## src/rtl/cfg_keyed_port_pkg.sv

```systemverilog
package cfg_keyed_port_pkg;
   localparam logic [7:0] KEY_OPEN     = 8'h87;
   localparam logic [7:0] KEY_CLOSE    = 8'hAA;
   localparam logic [7:0] IDX_LDSEL    = 8'h07;
   localparam logic [7:0] IDX_DEVID_HI = 8'h20;
   localparam logic [7:0] IDX_DEVID_LO = 8'h21;
   localparam logic [7:0] IDX_REV      = 8'h22;
   localparam logic [7:0] IDX_VEND_HI  = 8'h23;
   localparam logic [7:0] IDX_VEND_LO  = 8'h24;
   localparam logic [7:0] IDX_SCRATCH  = 8'h28;
   localparam logic [7:0] IDX_DEV_BASE = 8'h30;

   typedef enum logic [1:0] {
      KS_SHUT = 2'd0,
      KS_HALF = 2'd1,
      KS_OPEN = 2'd2
   } key_state_e;
endpackage

```

## src/rtl/cfg_key_fsm.sv

```systemverilog
module cfg_key_fsm
   import cfg_keyed_port_pkg::*;
(
   input  logic       clk,
   input  logic       rst_n,
   input  logic       idx_wr,
   input  logic [7:0] wbyte,
   output logic       open
);
   key_state_e state_q, state_d;

   always_comb begin
      state_d = state_q;
      if (idx_wr) begin
         unique case (state_q)
            KS_SHUT: state_d = (wbyte == KEY_OPEN)  ? KS_HALF : KS_SHUT;
            KS_HALF: state_d = (wbyte == KEY_OPEN)  ? KS_OPEN : KS_SHUT;
            KS_OPEN: state_d = (wbyte == KEY_CLOSE) ? KS_SHUT : KS_OPEN;
            default: state_d = KS_SHUT;
         endcase
      end
   end

   always_ff @(posedge clk) begin
      if (!rst_n) state_q <= KS_SHUT;
      else        state_q <= state_d;
   end

   assign open = (state_q == KS_OPEN);
endmodule

```

## src/rtl/cfg_global_regs.sv

```systemverilog
module cfg_global_regs
   import cfg_keyed_port_pkg::*;
#(
   parameter logic [15:0] DEV_ID      = 16'h5A31,
   parameter logic [7:0]  DEV_REV     = 8'h12,
   parameter logic [15:0] VENDOR_ID   = 16'hC0DE,
   parameter int          NUM_SCRATCH = 4
)(
   input  logic       clk,
   input  logic       rst_n,
   input  logic       wr_en,
   input  logic [7:0] index,
   input  logic [7:0] wbyte,
   output logic [7:0] rbyte,
   output logic [7:0] ldsel
);
   initial begin
      if (NUM_SCRATCH < 1 || NUM_SCRATCH > 8)
         $error("NUM_SCRATCH must lie in 1..8");
   end

   logic [7:0] ldsel_q;
   logic [7:0] scr_q [NUM_SCRATCH];
   logic [NUM_SCRATCH-1:0] scr_hit;

   always_ff @(posedge clk) begin
      if (!rst_n)                          ldsel_q <= '0;
      else if (wr_en && index == IDX_LDSEL) ldsel_q <= wbyte;
   end

   for (genvar g = 0; g < NUM_SCRATCH; g++) begin : g_scr
      assign scr_hit[g] = (index == IDX_SCRATCH + 8'(g));
      always_ff @(posedge clk) begin
         if (!rst_n)                   scr_q[g] <= '0;
         else if (wr_en && scr_hit[g]) scr_q[g] <= wbyte;
      end
   end

   always_comb begin
      rbyte = 8'h00;
      unique case (index)
         IDX_LDSEL:    rbyte = ldsel_q;
         IDX_DEVID_HI: rbyte = DEV_ID[15:8];
         IDX_DEVID_LO: rbyte = DEV_ID[7:0];
         IDX_REV:      rbyte = DEV_REV;
         IDX_VEND_HI:  rbyte = VENDOR_ID[15:8];
         IDX_VEND_LO:  rbyte = VENDOR_ID[7:0];
         default: begin
            for (int k = 0; k < NUM_SCRATCH; k++)
               if (scr_hit[k]) rbyte = scr_q[k];
         end
      endcase
   end

   assign ldsel = ldsel_q;
endmodule

```

## src/rtl/cfg_dev_enables.sv

```systemverilog
module cfg_dev_enables #(
   parameter int NUM_DEV = 8
)(
   input  logic               clk,
   input  logic               rst_n,
   input  logic               wr_en,
   input  logic [7:0]         sel,
   input  logic               wbit,
   output logic [NUM_DEV-1:0] en,
   output logic               rbit
);
   localparam int SEL_W = $clog2(NUM_DEV);

   initial begin
      if (NUM_DEV < 2 || NUM_DEV > 256)
         $error("NUM_DEV must lie in 2..256");
   end

   logic sel_ok;
   assign sel_ok = (int'(sel) < NUM_DEV);

   for (genvar d = 0; d < NUM_DEV; d++) begin : g_en
      always_ff @(posedge clk) begin
         if (!rst_n)
            en[d] <= 1'b0;
         else if (wr_en && sel_ok && int'(sel) == d)
            en[d] <= wbit;
      end
   end

   assign rbit = sel_ok ? en[sel[SEL_W-1:0]] : 1'b0;
endmodule

```

## src/rtl/cfg_keyed_port.sv

```systemverilog
module cfg_keyed_port
   import cfg_keyed_port_pkg::*;
#(
   parameter int          NUM_DEV     = 8,
   parameter int          EXPORT_LDN  = 7,
   parameter int          NUM_SCRATCH = 4,
   parameter logic [15:0] DEV_ID      = 16'h5A31,
   parameter logic [7:0]  DEV_REV     = 8'h12,
   parameter logic [15:0] VENDOR_ID   = 16'hC0DE
)(
   input  logic               clk,
   input  logic               rst_n,
   input  logic               bus_wr,
   input  logic               bus_rd,
   input  logic               bus_addr,
   input  logic [7:0]         bus_wdata,
   output logic [7:0]         bus_rdata,
   output logic [NUM_DEV-1:0] dev_enable,
   output logic               dev_wr,
   output logic               dev_rd,
   output logic [7:0]         dev_addr,
   output logic [7:0]         dev_wdata,
   input  logic [7:0]         dev_rdata
);
   localparam logic [7:0] EXP_SEL = 8'(EXPORT_LDN);

   initial begin
      if (EXPORT_LDN < 0 || EXPORT_LDN >= NUM_DEV)
         $error("EXPORT_LDN must name an existing device");
   end

   logic       cfg_open;
   logic [7:0] index_q;
   logic [7:0] ldsel;
   logic [7:0] glb_rbyte;
   logic       en_rbit;
   logic       idx_wr, dat_wr;
   logic       in_dev, at_en, fwd_hit;

   assign idx_wr  = bus_wr && !bus_addr;
   assign dat_wr  = bus_wr &&  bus_addr && cfg_open;
   assign in_dev  = (index_q >= IDX_DEV_BASE);
   assign at_en   = (index_q == IDX_DEV_BASE);
   assign fwd_hit = cfg_open && in_dev && !at_en && (ldsel == EXP_SEL);

   cfg_key_fsm u_key (
      .clk   (clk),
      .rst_n (rst_n),
      .idx_wr(idx_wr),
      .wbyte (bus_wdata),
      .open  (cfg_open)
   );

   always_ff @(posedge clk) begin
      if (!rst_n)
         index_q <= '0;
      else if (idx_wr && cfg_open && bus_wdata != KEY_CLOSE)
         index_q <= bus_wdata;
   end

   cfg_global_regs #(
      .DEV_ID     (DEV_ID),
      .DEV_REV    (DEV_REV),
      .VENDOR_ID  (VENDOR_ID),
      .NUM_SCRATCH(NUM_SCRATCH)
   ) u_glb (
      .clk  (clk),
      .rst_n(rst_n),
      .wr_en(dat_wr && !in_dev),
      .index(index_q),
      .wbyte(bus_wdata),
      .rbyte(glb_rbyte),
      .ldsel(ldsel)
   );

   cfg_dev_enables #(.NUM_DEV(NUM_DEV)) u_en (
      .clk  (clk),
      .rst_n(rst_n),
      .wr_en(dat_wr && at_en),
      .sel  (ldsel),
      .wbit (bus_wdata[0]),
      .en   (dev_enable),
      .rbit (en_rbit)
   );

   assign dev_wr    = bus_wr && bus_addr && fwd_hit;
   assign dev_rd    = bus_rd && bus_addr && fwd_hit;
   assign dev_addr  = index_q;
   assign dev_wdata = bus_wdata;

   always_comb begin
      if (!cfg_open)      bus_rdata = 8'hFF;
      else if (!bus_addr) bus_rdata = index_q;
      else if (!in_dev)   bus_rdata = glb_rbyte;
      else if (at_en)     bus_rdata = {7'b0, en_rbit};
      else if (fwd_hit)   bus_rdata = dev_rdata;
      else                bus_rdata = 8'h00;
   end
endmodule

```

## config.mk

```make
export PLATFORM = sky130hd
export DESIGN_NAME = cfg_keyed_port
export DESIGN_NICKNAME = d
export VERILOG_FILES = /design/src/rtl/cfg_keyed_port_pkg.sv /design/src/rtl/cfg_key_fsm.sv /design/src/rtl/cfg_global_regs.sv /design/src/rtl/cfg_dev_enables.sv /design/src/rtl/cfg_keyed_port.sv
export SDC_FILE = /design/constraint.sdc
export NUM_CORES = 1
export LEC_CHECK = 0
export BUFFER_PORTS_ARGS = -buffer_cell sky130_fd_sc_hd__buf_4
export CAP_MARGIN = 0
export CORE_ASPECT_RATIO = 1.2
export CORE_MARGIN = 2
export CORE_UTILIZATION = 45
export DETAILED_ROUTE_END_ITERATION = 10
export MAX_ROUTING_LAYER = met4
export PLACE_DENSITY_LB_ADDON = 0.2
export SYNTH_ARGS = -nofsm -noshare
export SYNTH_HDL_FRONTEND = slang
export SYNTH_SLANG_ARGS = --single-unit
```

## constraint.sdc

```tcl
create_clock -name clk -period 2.2 [get_ports clk]
set_clock_uncertainty 0.15 [all_clocks]
set_input_delay 0.22 -clock clk [delete_from_list [all_inputs] [get_ports clk]]
set_output_delay 0.22 -clock clk [all_outputs]
set_load 0.02 [all_outputs]
```

[Word level (Yosys, flattened, before mapping)]
Memories as Yosys holds them, arrays and structs flattened.
Cells that the tools add are included.
Word-level totals
  register bits after elaboration: 26
  memory bits (writable): 32
  input port bits: 21
  output and inout port bits: 34
  word-level logic and storage cells: 109
  memories kept: 1
Memory list
  u_glb.scr_q: depth 4, bits a word 8, read ports 4, clocked after memory_dff 0, wr ports 4, RTL line cfg_global_regs.sv:23  | logic [7:0] scr_q [NUM_SCRATCH];
Cells by class
  $lt $le $gt $ge: 3
  equal/unequal tests: 24
  mux-type cells: 34
  bitwise operators: 4
  reductions and logical operators: 32
Operator list (count)
  $mux 8: 13
  $eq 8x6->1 const B: 10
  $pmux 8 s6: 1
  $eq 8x3->1 const B: 4
  $eq 8x4->1 const B: 4
  $logic_and 1x1->1: 27
  $eq 8x8->1 const B: 2
  $mux 1: 16
  $eq 8x2->1 const B: 1
  $ge 8x6->1 const B: 1
  $logic_not 8->1: 1
  $lt 8x4->1 const B: 1
  $ne 8x8->1 const B: 1
  $pmux 2 s3: 1
  $lt 3x4->1 const B: 1
  $mux 2: 2
  $or 1x1->1: 4
  $bmux 1 s3: 1
  $logic_not 1->1: 3
  $eq 2x1->1 const B: 1
  $eq 2x2->1 const B: 1
  $logic_not 2->1: 1

[Longest topological paths before layout]
Gate-level depths: netlist of the first run.
  depth in word-level cells: 9
  mapped depth: 6
  depth with buffers taken out: 4

[Cells and area by module]
From an unflattened synthesis of the first run, not the netlist that was laid out.
Second synthesis, totals
  cells, all modules: 314
  area, all modules: 3362.0 um^2
By module, submodules not included
  cfg_global_regs: times used 1, cells each 160, area an instance 1991.9 um^2, sequential area each 1121.1 um^2
  cfg_keyed_port: times used 1, cells each 93, area an instance 750.7 um^2, sequential area each 160.2 um^2
  cfg_dev_enables: times used 1, cells each 47, area an instance 476.7 um^2, sequential area each 160.2 um^2
  cfg_key_fsm: times used 1, cells each 14, area an instance 142.6 um^2, sequential area each 40.0 um^2

[Worst setup path before layout of the first run]
No wires, ideal clock.
  path type: register to register
  start point: reg index_q[2] (netlist: dev_addr[2])
  end point: mem u_glb.scr_q[0][0], enable pin
  library setup time: 0.387 ns
  data arrival time: 1.922 ns
  data required time: 1.663 ns
  slack: -0.259 ns
  cell stages (with the launch flop): 6
  buffers on the path: 2
  period minus slack after synthesis: 2.459 ns
  cells stage by stage: dfxtp_1 buf_6 nor4b_4 buf_2 nand3_1 o31ai_1
RTL lines
  from (decl): RTL line cfg_keyed_port.sv:33  | logic [7:0] index_q;
  from (signal assigned): RTL line cfg_keyed_port.sv:58  | index_q <= bus_wdata;
  to (decl): RTL line cfg_global_regs.sv:23

[Final worst setup path of the first run]
  start point: reg index_q[2] (netlist: dev_addr[2])
  end point: out bus_rdata[0]
Between the ends
  cells in the longest elaborated chain, start to end: 9
  elaborated cells between the ends (all ways): 26
  those cells by class: order compare (1); eq/ne (11); mux (10); reduce/logical (4)
Ends and longest elaborated chain
  $ge 8x6->1, or another cell as far along: RTL line cfg_keyed_port.sv:42  | assign in_dev = (index_q >= IDX_DEV_BASE);
  $logic_and 1x1->1, or another cell as far along: RTL line cfg_keyed_port.sv:44  | assign fwd_hit = cfg_open && in_dev && !at_en && (ldsel == EXP_SEL);
  $logic_and 1x1->1 or $mux 8 (tied branches) (2 in series): RTL line cfg_keyed_port.sv:44, cfg_global_regs.sv:50
  $mux 8, on equally long branches: RTL line cfg_keyed_port.sv:96, cfg_global_regs.sv:50
  $mux 8 or $pmux 8 s6 (tied branches): RTL line cfg_keyed_port.sv:95, cfg_global_regs.sv:41
  $mux 8 *: RTL line cfg_keyed_port.sv:94  | else if (!in_dev) bus_rdata = glb_rbyte;
  $mux 8 *: RTL line cfg_keyed_port.sv:93  | else if (!bus_addr) bus_rdata = index_q;
  $mux 8 *: RTL line cfg_keyed_port.sv:92  | if (!cfg_open) bus_rdata = 8'hFF;
  to (decl): RTL line cfg_keyed_port.sv:17  | output logic [7:0] bus_rdata,
Mark *: on every way between the ends. The rest lies on a longest branch, timed or not.

==> results of run 1 <==
through the flow:
step | instances | hold slack [ns]
after CTS | 510 | 0.02096
after global routing | 513 | 0.02352
after detailed placement | 485 | 0.3440
after global placement | 485 | 0.3325
after floorplan | 329 | 0.1877
final | 513 | 0.03295
power groups by stage:
stage	Clock, mW	Combinational (mW)	Sequential, mW
after floorplan	0	0.0650	1.19
after global placement	0	0.137	1.19
after detailed placement	0	0.139	1.19
after global routing	1.28	0.155	1.16
final	1.21	0.146	1.16
after CTS	1.22	0.141	1.16
what timing repair did:
| item | in CTS | in global routing |
|---|---|---|
| buffers inserted | 8 | 3 |
| hold buffers | 1 | 0 |
| pin swaps | 9 | 11 |
| gates resized for setup | 27 | 25 |
| hold endpoints to repair | 1 | 0 |
| setup endpoints to repair | 10 | 38 |
worst register-to-register path: cells and delay by family, from the launching register on:
kind                   cells  cell delay, ns
AOI/OAI and AO/OA          1            0.24
buffers and inverters      3            0.59
DFF                        1            0.35
and+or+nand+nor            2            0.55
flip-flops by register name, summed over array words and instances (netlist names):
| name | flops |
|---|---|
| u_glb.ldsel | 8 |
| u_glb.scr_q | 32 |
| u_key.state_q | 2 |
| u_en.en | 8 |
| dev_addr | 8 |
per-layer routing:
metal	vias up	GRT usage [%]	share of wire, %
met5	-	-	0
met4	0	10.34	2.9
met3	26	5.109	5.6
met1	1481	32.96	42
li1	1407	-	-
met2	132	42.56	49
cell usage in the layout (no fill, tap or decap), types with 5 or more instances in the layout:
| cell type | count |
|---|---|
| mux4_2 | 8 |
| nor2_1 | 25 |
| clkbuf_8 | 9 |
| o21ai_0 | 5 |
| a21oi_1 | 21 |
| mux2i_1 | 14 |
| nor3_1 | 8 |
| nand2_1 | 11 |
| and2_1 | 28 |
| nand3_2 | 5 |
| buf_4 | 93 |
| nand4_1 | 11 |
| dfxtp_1 | 15 |
| nand3_1 | 9 |
| buf_6 | 14 |
| edfxtp_1 | 32 |
| o21ai_1 | 5 |
| nand2b_1 | 7 |
| inv_1 | 8 |
| a2111o_1 | 6 |
| dfxtp_2 | 8 |
| nor2b_1 | 5 |
synth_stat cells (2+ instances only):
| library cell | count | area share (%) |
|---|---|---|
| a2111o_1 | 6 | 2.0 |
| a21oi_1 | 23 | 3.4 |
| a31o_2 | 4 | 1.0 |
| and2_1 | 28 | 5.2 |
| and3_1 | 3 | 0.56 |
| and3b_1 | 2 | 0.52 |
| and4b_1 | 5 | 1.5 |
| buf_1 | 2 | 0.22 |
| buf_2 | 4 | 0.60 |
| buf_4 | 8 | 1.8 |
| clkbuf_1 | 18 | 2.0 |
| dfxtp_1 | 26 | 15 |
| edfxtp_1 | 32 | 29 |
| inv_1 | 8 | 0.89 |
| mux2_2 | 3 | 1.0 |
| mux2i_1 | 14 | 4.2 |
| mux4_2 | 8 | 5.4 |
| nand2_1 | 11 | 1.2 |
| nand2b_1 | 7 | 1.3 |
| nand3_1 | 14 | 2.1 |
| nand3b_1 | 2 | 0.45 |
| nand4_1 | 11 | 2.0 |
| nand4_2 | 2 | 0.74 |
| nand4b_1 | 3 | 0.78 |
| nor2_1 | 26 | 2.9 |
| nor2b_1 | 5 | 0.93 |
| nor3_1 | 8 | 1.2 |
| nor4_1 | 2 | 0.37 |
| nor4b_1 | 2 | 0.52 |
| nor4bb_1 | 4 | 1.2 |
| o211ai_1 | 2 | 0.45 |
| o21a_1 | 2 | 0.45 |
| o21ai_0 | 9 | 1.3 |
| or3_1 | 2 | 0.37 |
cell type report:
cell class	instances	area share [%]
Clock inverter	7	2.554
Inverter	8	0.6520
Timing Repair Buffer	111	19.89
Multi-Input combinational cell	230	39.15
Sequential cell	58	32.63
Clock buffer	9	2.689
Tap cell	90	2.445
logic make-up (layout without fill, tap and decap cells):
logic type	Yosys count	in the layout	share of synthesized area, %
buffers and inverters	41	135	5.843
AND/OR/NAND/NOR	148	148	27.91
AO/OA/AOI/OAI	57	57	11.65
multiplexers	25	25	10.53
flip-flops	58	58	44.06
worst min path at each step:
stage | start | to | cells past startpoint
floorplan | rst_n | u_en.en[0] | 1
global placement | u_en.en[7] | u_en.en[7] | 2
detailed placement | u_en.en[2] | u_en.en[2] | 2
CTS | bus_wdata[6] | dev_addr[6] | 3
global route | bus_wdata[6] | dev_addr[6] | 3
finish | bus_wdata[6] | dev_addr[6] | 3
==> metrics.md, run 1 <==
| Metric | Value |
|---|---|
| Status | `finished with violations` |
| Failing checks | `setup timing` |
| Grt total ovfl | `0` |
| CP max stage delay | `0.52 ns` |
| Sw power | `0.5596 mW` |
| R2r setup slk | `0.05 ns` |
| Crit path arrival time | `2.11 ns` |
| Worst hold-check path type | `in -> reg` |
| Reg2reg path depth | `6` |
| Stages on worst setup path | `5` |
| Clk buf depth | `2` |
| Switching Fraction | `22.20%` |
| Wire per inst | `20.04 µm` |
| Core area | `0.007232 mm²` |
| CP delay by family, top | `simple AND/OR/NAND/NOR gates` |
| Synthesized instance count | `329` |
| Net Count, Synth | `350` |
| Initial core utilization | `46.49%` |
| Final setup vio count | `10` |
| Reg-to-Reg Start | `dev_addr[2]` |
| Sequential cell area | `0.001503 mm²` |
| Share of total power in sequential cells | `46.0%` |
| Pre-antenna DRT Iters | `5` |
| Pleak | `1.851 nW` |
| Number of remaining DRC errors | `0` |
| Iter 0 DRT Violations | `253` |
| Core Util, Final | `63.69%` |
| Worst Path Max Fanout | `4` |
| CTS H-tree lvls | `3` |
| Number of global-route vias before repair | `2973` |
| Synth Flop Type | `edfxtp_1` |
| Max Cap Viol | `0` |
| Clk sinks | `58` |
| Fin. max-slew vios | `0` |
| CP endpoint | `bus_rdata[0]` |
| First-pass GRT wire length | `16050 µm` |
| Internal | `1.962 mW` |
| Pwr Density | `547.4 mW/mm²` |
| Routed via count | `3046` |
| CTS tree | `built` |
| Fmax | `402.8 MHz` |
| Layout cells sized above 1 | `42.32%` |
| Setup total negative slack | `-1.806 ns` |
| CP Launch Type | `flip-flop` |
| Power, Total | `2.521 mW` |
| GPL Wtd Cong | `0.8530` |
| Die area | `0.008181 mm²` |
| FP Rows | `34` |
| Clock power share | `48.2%` |
| Crit path kind | `reg -> out` |
| Worst slew margin | `67.76%` |
| Final Hold Violating Endpoints | `0` |
| Post-synthesis cell area | `0.003362 mm²` |
| Critical-path top delay cell | `or4b_4` |
| Die W | `82.91 µm` |
| Least-Margin Pin Slew | `0.4771 ns` |
| Place WS | `-0.06680 ns` |
| Fin crit share | `112.8%` |
| Post-layout net count | `439` |
| Design area | `0.004606 mm²` |
| Final WS setup | `-0.2826 ns` |
| Final WL | `10280 µm` |
| Synth Warn # | `0` |
| Die Y | `98.69 µm` |
| Peak supply drop | `0.3449 mV` |
| CP Buf/Inv Count | `1` |
| Later-pin clock latency in the skew report | `0.35 ns` |
| Synth cell types | `57` |
| Clk slew on worst S/H paths | `0.07 ns` |
| N_diodes | `0` |
| Num ports | `55` |
| DPL Wire Length | `7050 µm` |
| FILL cells | `592` |
| DP Area | `0.004089 mm²` |
| Pin count of the biggest net entering global routing | `26` |
| Total CTS buffers | `9` |
| GRT Util Overall | `26.42%` |
| Crit path cell chain | `nor4b_4 > or4b_4 > and4b_1 > a31oi_4 > buf_6` |
| Vias/cell | `5.938` |
| Number of synthesized register bits | `58` |
| Post-synth EDFFs | `32` |
| IO buf count | `54` |
| WP data required | `1.83 ns` |
| Combinational fraction of design power | `5.8%` |
| Post-synthesis sequential area ratio | `44.06%` |
| RSZ-0062 raised after global routing | `yes` |
| Synthesized area per cell | `10.22 µm²` |
| Final worst path period need | `2.483 ns` |
| Footprint of the multi-input gates | `0.001803 mm²` |
| Post-route ant nets | `0` |
| Area grow syn2layout | `36.99%` |
| Nature of the critical path endpoint | `output port` |
| Worst R2R End | `u_glb.scr_q[3][5]` |
| Initial antenna violation count | `0` |
| Worst setup path startpoint | `dev_addr[2]` |
| Asr flop ratio synth | `0%` |
| Root Buffer | `clkbuf_8` |
No activity file was read; power rests on OpenSTA's default activity.
==> run 2: changes to the inputs <==
--- a/config.mk
+++ b/config.mk
@@ -13,6 +13,7 @@
 export DETAILED_ROUTE_END_ITERATION = 10
 export MAX_ROUTING_LAYER = met4
 export PLACE_DENSITY_LB_ADDON = 0.2
+export RECOVER_POWER = 25
 export SYNTH_ARGS = -nofsm -noshare
 export SYNTH_HDL_FRONTEND = slang
 export SYNTH_SLANG_ARGS = --single-unit
==> metrics.md, run 2 (synthesis results as in run 1) <==
| Metric | Value |
|---|---|
| Status | `finished with violations` |
| Failing checks | `setup timing` |
| Final worst path period need | `2.488 ns` |
| Layout cells sized above 1 | `38.06%` |
| Combinational fraction of design power | `5.5%` |
| Final Hold Violating Endpoints | `0` |
| Max Cap Viol | `0` |
| Stages on worst setup path | `5` |
| DP Area | `0.004089 mm²` |
| IO buf count | `54` |
| Area grow syn2layout | `34.72%` |
| Pleak | `1.781 nW` |
| Initial antenna violation count | `0` |
| Crit path arrival time | `2.12 ns` |
| Worst slew margin | `64.44%` |
| Post-layout net count | `439` |
| FP Rows | `34` |
| Commonest non-fill, non-tap cell in the layout | `buf_4` |
| Final WS setup | `-0.2878 ns` |
| Peak supply drop | `0.3445 mV` |
| Clk buf depth | `2` |
| Clock power share | `48.3%` |
| Worst R2R End | `u_glb.scr_q[2][6]` |
| Worst Path Max Fanout | `4` |
| Crit path cell chain | `nor4b_4 > or4b_4 > and4b_1 > a31oi_4 > buf_6` |
| Clk slew on worst S/H paths | `0.07 ns` |
| Wire per inst | `19.97 µm` |
| Die W | `82.91 µm` |
| CP Launch Type | `flip-flop` |
| Root Buffer | `clkbuf_8` |
| Most flops, register | `u_glb.scr_q` |
| Core Util, Final | `62.63%` |
| Critical-path top delay cell | `or4b_4` |
| Pin count of the biggest net entering global routing | `26` |
| CP max stage delay | `0.52 ns` |
| Pre-antenna DRT Iters | `5` |
| Core area | `0.007232 mm²` |
| WP data required | `1.83 ns` |
| Iter 0 DRT Violations | `204` |
| Reg2reg path depth | `6` |
| CP delay by family, top | `simple AND/OR/NAND/NOR gates` |
| Sw power | `0.5562 mW` |
| Die Y | `98.69 µm` |
| Post-route ant nets | `0` |
| Least-Margin Pin Slew | `0.5334 ns` |
| Fmax | `402.0 MHz` |
| DPL Wire Length | `7050 µm` |
| First-pass GRT wire length | `16050 µm` |
| Clk sinks | `58` |
| Die area | `0.008181 mm²` |
| Crit path kind | `reg -> out` |
| CTS H-tree lvls | `3` |
| Worst setup path startpoint | `dev_addr[2]` |
| Max FFs per register | `32` |
| CTS tree | `built` |
| Initial core utilization | `46.49%` |
| Grt total ovfl | `0` |
| Number of global-route vias before repair | `2973` |
| Nature of the critical path endpoint | `output port` |
| Reg-to-Reg Start | `dev_addr[2]` |
| Total CTS buffers | `9` |
| Internal | `1.955 mW` |
| N_diodes | `0` |
| CP endpoint | `bus_rdata[0]` |
| Final setup vio count | `10` |
| Fin crit share | `113.1%` |
| Num ports | `55` |
| Setup total negative slack | `-1.800 ns` |
| Routed via count | `3027` |
| Switching Fraction | `22.15%` |
| Number of remaining DRC errors | `0` |
| Final WL | `10250 µm` |
| Design area | `0.004529 mm²` |
| CP Buf/Inv Count | `1` |
| Fin. max-slew vios | `0` |
| GRT Util Overall | `26.42%` |
| RSZ-0062 raised after global routing | `yes` |
| FILL cells | `606` |
| Worst hold start | `bus_wdata[6]` |
| Worst hold-check path type | `in -> reg` |
| Pwr Density | `554.5 mW/mm²` |
| R2r setup slk | `0.03 ns` |
| Share of total power in sequential cells | `46.2%` |
| GPL Wtd Cong | `0.8530` |
| Most frequent cells in the layout | `buf_4, edfxtp_1, and2_1, nor2_1, a21oi_1` |
| Later-pin clock latency in the skew report | `0.35 ns` |
| Vias/cell | `5.901` |
run 2: per-stage QoR:
stage	power [mW]	hold slack [ns]	std cells	setup slack (ns)
5_1_grt	2.584	0.02331	513	-0.3335
4_1_cts	2.528	0.02096	510	-0.2669
3_5_place_dp	1.328	0.3440	485	-0.06680
6_report	2.511	0.03114	513	-0.2878
3_3_place_gp	1.325	0.3325	485	-0.01588
2_1_floorplan	1.251	0.1877	329	-0.04317
run 2: worst reg2reg max path, stage by stage (launching register included):
cell and delay [ns]:
dfxtp_2 0.35, nor4b_4 0.38, buf_4 0.18, buf_4 0.19, nand3_2 0.17, o21ai_1 0.24, buf_4 0.22
run 2: area by class of cell:
| cell class | instances | area [µm²] | share of cell area, % |
|---|---|---|---|
| tap | 90 | 112.6 | 2.486 |
| clock buffer | 9 | 123.9 | 2.735 |
| inverter | 8 | 30.03 | 0.6630 |
| timing repair buffer | 111 | 852.1 | 18.81 |
| multi-input combinational | 230 | 1790 | 39.53 |
| sequential | 58 | 1503 | 33.18 |
| clock inverter | 7 | 117.6 | 2.597 |
run 2: worst min-delay path by stage:
stage	end	cells after the start
floorplan	u_en.en[0]	1
global placement	u_en.en[7]	2
detailed placement	u_en.en[2]	2
CTS	dev_addr[6]	3
global route	dev_addr[6]	3
finish	dev_addr[6]	3
run 2: per-layer routing:
metal	up-vias	GRT usage [%]	routed length, µm
met1	1471	32.96	4158
met3	19	5.109	703
met4	0	10.34	223
li1	1404	-	-
met2	133	42.56	5159
met5	-	-	0
run 2: timing repair:
action | in CTS | in global routing
buffers inserted | 8 | 3
endpoints found under the hold margin | 1 | 0
endpoints found under the setup margin | 10 | 38
pin swaps | 9 | 11
hold buffers | 1 | 0
resized for setup | 27 | 25
run 2: power groups by stage:
stage          combinational (mW)  clock (mW)  sequential [mW]
6_report                    0.137        1.21             1.16
5_1_grt                     0.148        1.28             1.16
4_1_cts                     0.141        1.22             1.16
3_5_place_dp                0.139           0             1.19
3_3_place_gp                0.137           0             1.19
2_1_floorplan              0.0650           0             1.19
==> run 3: changes to the inputs <==
--- a/config.mk
+++ b/config.mk
@@ -14,6 +14,7 @@
 export MAX_ROUTING_LAYER = met4
 export PLACE_DENSITY_LB_ADDON = 0.2
 export RECOVER_POWER = 25
+export SETUP_SLACK_MARGIN = 0.1
 export SYNTH_ARGS = -nofsm -noshare
 export SYNTH_HDL_FRONTEND = slang
 export SYNTH_SLANG_ARGS = --single-unit
==> metrics.md, run 3 (synthesis results as in run 1) <==
| Metric | Value |
|---|---|
| Status | `finished with violations` |
| Failing checks | `setup timing` |
| CTS H-tree lvls | `3` |
| Final Hold Violating Endpoints | `0` |
| CP Buf/Inv Count | `2` |
| Met3 usage | `5.193%` |
| Root Buffer | `clkbuf_8` |
| Crit path kind | `reg -> out` |
| Fin crit share | `113.6%` |
| Non-filler cells, final | `524` |
| Grt total ovfl | `0` |
| Worst hold-check path type | `in -> reg` |
| Initial core utilization | `46.49%` |
| Max Cap Viol | `0` |
| Die W | `82.91 µm` |
| RSZ-0062 raised after global routing | `yes` |
| N_diodes | `0` |
| CP Launch Type | `flip-flop` |
| Pwr Density | `506.1 mW/mm²` |
| Fin. max-slew vios | `0` |
| DPL Wire Length | `6879 µm` |
| Internal | `1.856 mW` |
| Most frequent cells in the layout | `buf_4, edfxtp_1, buf_6, and2_1, nor2_1` |
| Power, Total | `2.438 mW` |
| Final WL | `10580 µm` |
| CTS tree | `built` |
| Total CTS buffers | `9` |
| Worst Path Max Fanout | `4` |
| Clk sinks | `58` |
| Peak supply drop | `0.4769 mV` |
| Post-route ant nets | `0` |
| Pre-antenna DRT Iters | `5` |
| Most flops, register | `u_glb.scr_q` |
| Wire per inst | `20.18 µm` |
| Later-pin clock latency in the skew report | `0.35 ns` |
| GPL Wtd Cong | `0.9233` |
| Footprint of the multi-input gates | `0.001909 mm²` |
| Worst slew margin | `66.75%` |
| Pleak | `1.918 nW` |
| Die Y | `98.69 µm` |
| Nature of the critical path endpoint | `output port` |
| Area grow syn2layout | `43.28%` |
| CP max stage delay | `0.48 ns` |
| First-pass GRT wire length | `15850 µm` |
| Final setup vio count | `11` |
| GRT Util Overall | `25.86%` |
| Layout cells sized above 1 | `46.31%` |
| Placed cell count | `484` |
| Combinational fraction of design power | `6.0%` |
| Max FFs per register | `32` |
| Post-layout net count | `450` |
| WP data required | `1.83 ns` |
| Initial antenna violation count | `0` |
| Place WS | `-0.002822 ns` |
| IO buf count | `54` |
| Clk buf depth | `2` |
| Number of global-route vias before repair | `2960` |
| Clock power share | `46.4%` |
| Num ports | `55` |
| Routed via count | `3152` |
| Commonest non-fill, non-tap cell in the layout | `buf_4` |
| Sequential cell area | `0.001503 mm²` |
| M2 GR Usage | `42.68%` |
| Crit path arrival time | `2.13 ns` |
| Final WS setup | `-0.2998 ns` |
| Fmax | `400.0 MHz` |
| Clk slew on worst S/H paths | `0.07 ns` |
| Sw power | `0.5818 mW` |
| Iter 0 DRT Violations | `197` |
| Vias/cell | `6.015` |
| Grt peak-use layer | `met2` |
| Least-Margin Pin Slew | `0.4921 ns` |
| Core area | `0.007232 mm²` |
| Final worst path period need | `2.500 ns` |
| Number of remaining DRC errors | `0` |
| CP delay by family, top | `simple AND/OR/NAND/NOR gates` |
| Routing usage on met1 | `31.93%` |
| Switching Fraction | `23.87%` |
| Critical-path top delay cell | `or4b_4` |
| Share of total power in sequential cells | `47.6%` |
| Die area | `0.008181 mm²` |
| FP Rows | `34` |
| Pin count of the biggest net entering global routing | `26` |
| Crit path cell chain | `nor4b_4 > buf_4 > or4b_4 > and4b_1 > a31oi_4 > buf_6` |
| FILL cells | `569` |
run 3: worst paths after layout:
check | end | slack [ns] | from | cells past startpoint
setup / recovery | bus_rdata[0] | -0.30 | dev_addr[6] | 6
hold / removal | dev_addr[4] | 0.03 | bus_wdata[4] | 3
setup reg to reg | u_glb.scr_q[0][5] | -0.01 | dev_addr[6] | 9
hold reg to reg | u_en.en[6] | 0.34 | u_en.en[6] | 2
run 3: worst register-to-register path, stage by stage (launching register included):
cell,delay (ns)
dfxtp_2,0.34
nor4b_4,0.27
buf_4,0.19
buf_4,0.12
buf_6,0.09
buf_12,0.12
buf_6,0.10
nand4_4,0.12
nor3_4,0.37
and2_4,0.21
run 3: repair_timing:
| action | in CTS | in global routing |
|---|---|---|
| hold buffers | 0 | 0 |
| endpoints found under the setup margin | 15 | 57 |
| buffers inserted | 15 | 9 |
| gates resized for setup | 39 | 42 |
| pin swaps | 18 | 18 |
run 3: metal layers:
| metal | routed length, µm | share of wire [%] |
|---|---|---|
| met1 | 4334 | 41 |
| met2 | 5277 | 50 |
| met4 | 303 | 2.9 |
| met3 | 659 | 6.2 |
| met5 | 0 | 0 |
run 3: power groups by stage:
| stage | clock (mW) | sequential (mW) | combinational (mW) |
|---|---|---|---|
| finish | 1.13 | 1.16 | 0.146 |
| global route | 1.21 | 1.16 | 0.154 |
| CTS | 1.15 | 1.16 | 0.146 |
| detailed placement | 0 | 1.19 | 0.144 |
| global placement | 0 | 1.19 | 0.143 |
| floorplan | 0 | 1.19 | 0.0662 |
run 3: through the flow:
stage               util [%]  hold WS, ns  cell area (µm²)    TNS, ns
CTS                    63.70      0.02035             4607     -1.695
finish                 66.61      0.02846             4817     -1.982
detailed placement     57.09       0.3360             4129  -0.002822
floorplan                  -       0.1877             3445          0
global route           66.61      0.03625             4817     -3.358
global placement       57.09       0.3262             4129          0
run 3: area by class of cell:
class / instances / share of cell area [%]
multi-input cells: 230 / 39.64
flip-flops and latches: 58 / 31.19
repair buffers: 122 / 21.51
clock buffers: 9 / 2.571
well taps: 90 / 2.338
clock inverters: 7 / 2.130
inverters: 8 / 0.6234
